===== src/rtl/stepseq_pkg.sv =====
package stepseq_pkg;
  localparam int STATE_W = 2;
  localparam int OUT_W   = 4;

  typedef logic [STATE_W-1:0] phase_t;
  typedef logic [OUT_W-1:0]   pattern_t;

  localparam phase_t PHASE_RESET = '0;

  // Next state, written as gate equations: n1 = s1 ^ s0, n0 = ~s0
  function automatic phase_t phase_next(input phase_t s);
    phase_t n;
    n[1] = s[1] ^ s[0];
    n[0] = ~s[0];
    return n;
  endfunction

  // Output decode {w,x,y,z}, driven by the state alone
  function automatic pattern_t phase_pattern(input phase_t s);
    pattern_t p;
    p[3] = s[1];
    p[2] = s[1] & ~s[0];
    p[1] = ~s[1] & s[0];
    p[0] = ~s[1];
    return p;
  endfunction
endpackage


===== src/rtl/stepseq_next.sv =====
module stepseq_next
  import stepseq_pkg::*;
(
  input  phase_t cur_state,
  input  logic   adv_en,
  output phase_t nxt_state,
  output logic   step_taken
);
  phase_t stepped;

  always_comb begin
    stepped    = phase_next(cur_state);
    step_taken = adv_en;
    nxt_state  = adv_en ? stepped : cur_state;
  end
endmodule


===== src/rtl/stepseq_reg.sv =====
module stepseq_reg
  import stepseq_pkg::*;
(
  input  logic   clk,
  input  logic   rst,
  input  phase_t nxt_state,
  input  logic   step_taken,
  output phase_t state_q
);
  always_ff @(posedge clk) begin
    if (rst) state_q <= PHASE_RESET;
    else     state_q <= nxt_state;
  end

  // reset clears the state even when stepping is requested
  a_r1_reset_clears: assert property (@(posedge clk) rst |=> (state_q == PHASE_RESET));
  // each enabled edge adds one to the state, modulo four
  a_r2_step_by_one: assert property (@(posedge clk) disable iff (rst)
    step_taken |=> (state_q == phase_t'($past(state_q) + phase_t'(1))));
  // the state holds when stepping is disabled
  a_r4_hold: assert property (@(posedge clk) disable iff (rst)
    !step_taken |=> $stable(state_q));
endmodule


===== src/rtl/stepseq_decode.sv =====
module stepseq_decode
  import stepseq_pkg::*;
(
  input  logic     clk,
  input  logic     rst,
  input  phase_t   state_q,
  output pattern_t pattern
);
  always_comb pattern = phase_pattern(state_q);

  // w and z are always complements, and one or two bits are set
  a_r3_wz_opposite: assert property (@(posedge clk) disable iff (rst)
    pattern[3] != pattern[0]);
  a_r3_weight: assert property (@(posedge clk) disable iff (rst)
    ($countones(pattern) == 1) || ($countones(pattern) == 2));
  // x and y are never set together
  a_r3_xy_exclusive: assert property (@(posedge clk) disable iff (rst)
    !(pattern[2] && pattern[1]));
endmodule


===== src/rtl/stepseq_top.sv =====
module stepseq_top
  import stepseq_pkg::*;
(
  input  logic       clk,
  input  logic       rst,
  input  logic       adv_en,
  output logic [3:0] phase_out,
  output logic [1:0] state_out
);
  phase_t   nxt_state;
  phase_t   state_q;
  pattern_t pattern;
  logic     step_taken;

  stepseq_next u_next (
    .cur_state (state_q),
    .adv_en    (adv_en),
    .nxt_state (nxt_state),
    .step_taken(step_taken)
  );

  stepseq_reg u_reg (
    .clk       (clk),
    .rst       (rst),
    .nxt_state (nxt_state),
    .step_taken(step_taken),
    .state_q   (state_q)
  );

  stepseq_decode u_dec (
    .clk    (clk),
    .rst    (rst),
    .state_q(state_q),
    .pattern(pattern)
  );

  assign phase_out = pattern;
  assign state_out = state_q;

  // an enabled step always changes the visible pattern
  a_r6_pattern_moves: assert property (@(posedge clk) disable iff (rst)
    step_taken |=> (phase_out != $past(phase_out)));
  // a disabled edge leaves the visible pattern unchanged
  a_r4_pattern_holds: assert property (@(posedge clk) disable iff (rst)
    !step_taken |=> $stable(phase_out));
endmodule


===== config.mk =====
export PLATFORM = sky130hd
export DESIGN_NAME = stepseq_top
export DESIGN_NICKNAME = d
export VERILOG_FILES = /design/src/rtl/stepseq_pkg.sv /design/src/rtl/stepseq_next.sv /design/src/rtl/stepseq_reg.sv /design/src/rtl/stepseq_decode.sv /design/src/rtl/stepseq_top.sv
export SDC_FILE = /design/constraint.sdc
export NUM_CORES = 1
export LEC_CHECK = 0
export CELL_PAD_IN_SITES_DETAIL_PLACEMENT = 1
export CELL_PAD_IN_SITES_GLOBAL_PLACEMENT = 2
export CORE_AREA = 8 8 45 47
export DETAILED_ROUTE_END_ITERATION = 10
export DIE_AREA = 0 0 53 55
export PLACE_DENSITY_LB_ADDON = 0.1
export SLEW_MARGIN = 20
export SYNTH_ARGS = -nofsm -noshare
export SYNTH_HDL_FRONTEND = slang
export SYNTH_SLANG_ARGS = --single-unit

===== constraint.sdc =====
create_clock -name clk -period 1.3 [get_ports clk]
set_input_delay 0.13 -clock clk [delete_from_list [all_inputs] [get_ports clk]]
set_output_delay 0.13 -clock clk [all_outputs]
set_load 0.1 [all_outputs]

Word-level counts from Yosys, hierarchy flattened --
Index checks and enable logic that the tools add are counted.
Storage, ports and cells: output and inout bits 6, flip-flop bits (word level) 2, word-level logic and storage cells 6, bits of input ports 3
Operators by class: bitwise logic cells 5
Operators with widths (number):
- 1-bit AND | 2
- 1-bit inverter | 2
- 1-bit XOR | 1

Depth between registers and ports, before layout --
Gate-level depths: netlist of run 1.
depth after elaboration 2, gate-level depth with buffers 3, mapped depth without buffers 3

Modules after synthesis --
A second synthesis of run 1 with hierarchy kept.
Second synthesis, totals: cells, all modules 12, area, all modules 107.6 µm²
Modules (own cells, without submodules):
- stepseq_reg | area an instance 52.6 µm², sequential area each 40.0 µm², times used 1, cells an instance 4
- stepseq_next | area an instance 28.8 µm², sequential area each 0.0 µm², times used 1, cells an instance 4
- stepseq_decode | area an instance 26.3 µm², sequential area each 0.0 µm², times used 1, cells an instance 4

Least setup slack after synthesis of run 1 --
Ideal clock, no wire load.
kind flip-flop to output port, start point reg u_reg.state_q[1], end point out phase_out[1], path buffers 0, setup slack -1.318 ns, arrival 2.488 ns, required time 1.170 ns, stages on the path, launching flop included 3, cell sequence dfxtp_1 inv_1 ha_1
Between the ends: longest elaborated chain between the ends 2
RTL lines:
- start: declaration | RTL line stepseq_reg.sv:8 | output phase_t state_q
- start signal: assignment | RTL line stepseq_reg.sv:12 | else state_q <= nxt_state;
- 1-bit inverter
- named net phase_out[0] | RTL line stepseq_top.sv:7 | output logic [3:0] phase_out,
- 1-bit AND | RTL line stepseq_pkg.sv:23 | p[1] = ~s[1] & s[0];
- end: declaration | RTL line stepseq_top.sv:7
The timed path passes the listed nets, and every way through them passes these cells.

Worst setup path after layout of run 1 --
start point reg u_reg.state_q[1], end point out phase_out[1]
Between the ends: longest elaborated chain between the ends 2
RTL lines (RTL line):
- 1-bit inverter | stepseq_pkg.sv:23
- 1-bit AND | stepseq_pkg.sv:23
No other way between the ends.

==> metrics, run 1 <==
vias 115; Cells after Synth 11; average size of a mapped cell 9.44 µm²; register bit count reported by yosys 2; CTS tree yes; Die Y 55 µm; clk sink count 2; Initial Util 7.50%; Largest Register u_reg.state_q; initial antenna violation count 0; cell area after synthesis 104 µm²; Core Footprint 1380 µm²; fin. max-slew vios 0; DP Cell Count 34; gr ovfl total 0; design area 317 µm²; maximum buffer depth of the clock tree 2; ys async rst share 0%; path depth of the worst reg2reg path 3; Layout Skew 0.0131 ns; fmax 823 MHz; Synth Net Count 16; buffers inserted by post-CTS timing repair 0; Worst Setup EP phase_out[1]; Routed WL 395 µm; Fin. Hold Viols 0; crit share post-route 93.5%; PwrDens 1550 nW/µm²; post-synth cell types 7; Non-Filler Instances 39; dpl hpwl 305 µm; H-tree depth 1; TritonCTS Buffers 3; Crit. End Element output pin; Crit Path Max Fanout 5; pin count of the biggest net entering global routing 6; # Max-Cap Violations 0; Rows 14; Crit Path Class reg2out; Ys Warns 0; routed vias/inst 2.95; r2r setup slk 0.31 ns; Final Setup Violations 0; leading area contributor after synthesis dfxtp_1; port bufs 8; Tmin final 1.22 ns; synth top area cells dfxtp_1 39%, ha_1 24%, xnor2_1 8.4%, a211oi_1 7.2%, buf_4 7.2%; diode count 0; Root Buffer clkbuf_4; Final ANT Viol Nets 0; Post-synth top flop dfxtp_1; number of global-route vias before repair 129; layout cell share with drive strength beyond 1 65.2%; RR Startpoint u_reg.state_q[1]$_SDFFE_PP0P_; PostCTS Resize Cnt 0; max FFs per register 2; Area Growth Syn to Fin 205%; Post-route DRC 0; top flop regs u_reg.state_q: 2 flops; FF-to-FF End u_reg.state_q[1]$_SDFFE_PP0P_; CTS hold repair buffers 0; Final Wtd Congestion 0.554; RSZ-0062 raised after global routing no; Die Span X 53 µm; drt wl/cell 10.1 µm; GRT Total Usage 3.33%; Max VDD drop 0.415 mV; clk_lat worst skew 0.24 ns; fill count 158; Slew HR 88.9%; startpoint types flip-flop; Hold Path Class in2reg; P_leak 0.124 nW; nets 29; first-pass GRT wire length 614 µm; DR iter-0 viols 6; Initial DRT Pass Iterations 2; Ports 9; synth cell count leaders 2 x dfxtp_1, 2 x ha_1, 2 x inv_1, 2 x nor2_1; outcome finished clean; launch point of the worst path u_reg.state_q[1]$_SDFFE_PP0P_; total die area 2920 µm²; share of the synthesized area in the top cell type 38.6%; number of synthesized flops with an enable pin 0; Slew @ Worst Pin 0.167 ns; Worst Path Arrival 1.09 ns; clock-pin slew on the worst setup and hold paths 0.04 ns; post-synthesis sequential area ratio 38.6%; Post-Place Cell Area 283 µm²; CP Data Required Time 1.17 ns
## layout make-up
type	count	area [µm²]	share of cell area, %
Sequential cell	2	45.0	14.2
Clock buffer	4	26.3	8.30
Inverter	2	11.3	3.56
Timing Repair Buffer	9	148	46.6
Tap cell	16	20.0	6.32
Multi-Input combinational cell	6	66.3	20.9
## through the flow
step | utilization (%) | hold WS [ns] | setup slack, ns | power, mW | setup TNS, ns
6_report | 22.9 | 0.477 | 0.0849 | 0.492 | 0
5_1_grt | 22.9 | 0.477 | 0.0424 | 0.519 | 0
4_1_cts | 22.3 | 0.466 | 0.0226 | 0.503 | 0
3_5_place_dp | 20.4 | 0.585 | 0.271 | 0.333 | 0
3_3_place_gp | 20.4 | 0.580 | 0.278 | 0.332 | 0
2_1_floorplan | - | 0.194 | -0.408 | 0.245 | -1.00
## layout by cell type (no fill, tap or decap)
master and n:
buf_12 6, buf_4 1, clkbuf_4 3, ha_1 1
inv_1 1, nor2_1 2, xnor2_1 1, dfxtp_4 1
dfxtp_2 1, clkbuf_1 1, a211oi_2 1, clkinvlp_4 1
clkdlybuf4s50_1 2, ha_4 1
## cells by family (layout without fill, tap and decap cells)
logic type / count (synthesis) / after routing / share of synthesized area (%)
flops: 2 / 2 / 38.6
buf+inv: 3 / 15 / 14.5
compound gates: 1 / 1 / 7.23
xor+xnor: 1 / 1 / 8.44
fa+ha+maj: 2 / 2 / 24.1
simple gates: 2 / 2 / 7.23
## worst min path at each step
stage / slack (ns) / cells after the start / from / end
after floorplan: 0.19 / 1 / rst / u_reg.state_q[1]$_SDFFE_PP0P_
after global placement: 0.58 / 2 / u_reg.state_q[1]$_SDFFE_PP0P_ / u_reg.state_q[1]$_SDFFE_PP0P_
after detailed placement: 0.59 / 2 / u_reg.state_q[1]$_SDFFE_PP0P_ / u_reg.state_q[1]$_SDFFE_PP0P_
after CTS: 0.47 / 2 / rst / u_reg.state_q[1]$_SDFFE_PP0P_
after global routing: 0.48 / 2 / rst / u_reg.state_q[1]$_SDFFE_PP0P_
final: 0.48 / 2 / rst / u_reg.state_q[1]$_SDFFE_PP0P_
## per-layer routing
| metal | vias to the layer above | global-route usage, % | wire length (µm) |
|---|---|---|---|
| met2 | 8 | 3.91 | 183 |
| li1 | 56 | - | - |
| met5 | - | 0 | 0 |
| met1 | 51 | 2.73 | 158 |
| met3 | 0 | 3.74 | 52 |
| met4 | 0 | 3.88 | 0 |
## report_power, final
part	internal (mW)	leakage (nW)	switching, mW
Sequential	0.0690	0.0175	0.0162
Combinational	0.0921	0.0912	0.156
Clock	0.115	0.0150	0.0448
Total	0.276	0.124	0.217
## worst max-delay path: stages, from the launching register on
cell and delay (ns):
dfxtp_4 0.40, clkinvlp_4 0.12, ha_4 0.17, buf_12 0.16
No activity file was read; power rests on OpenSTA's default activity.
==> run 2, diff against run 1 <==
HOLD_SLACK_MARGIN = 0.03   (was unset)
==> results of run 2 <==
Final layout, timing and power as in run 1 (identical DEF).
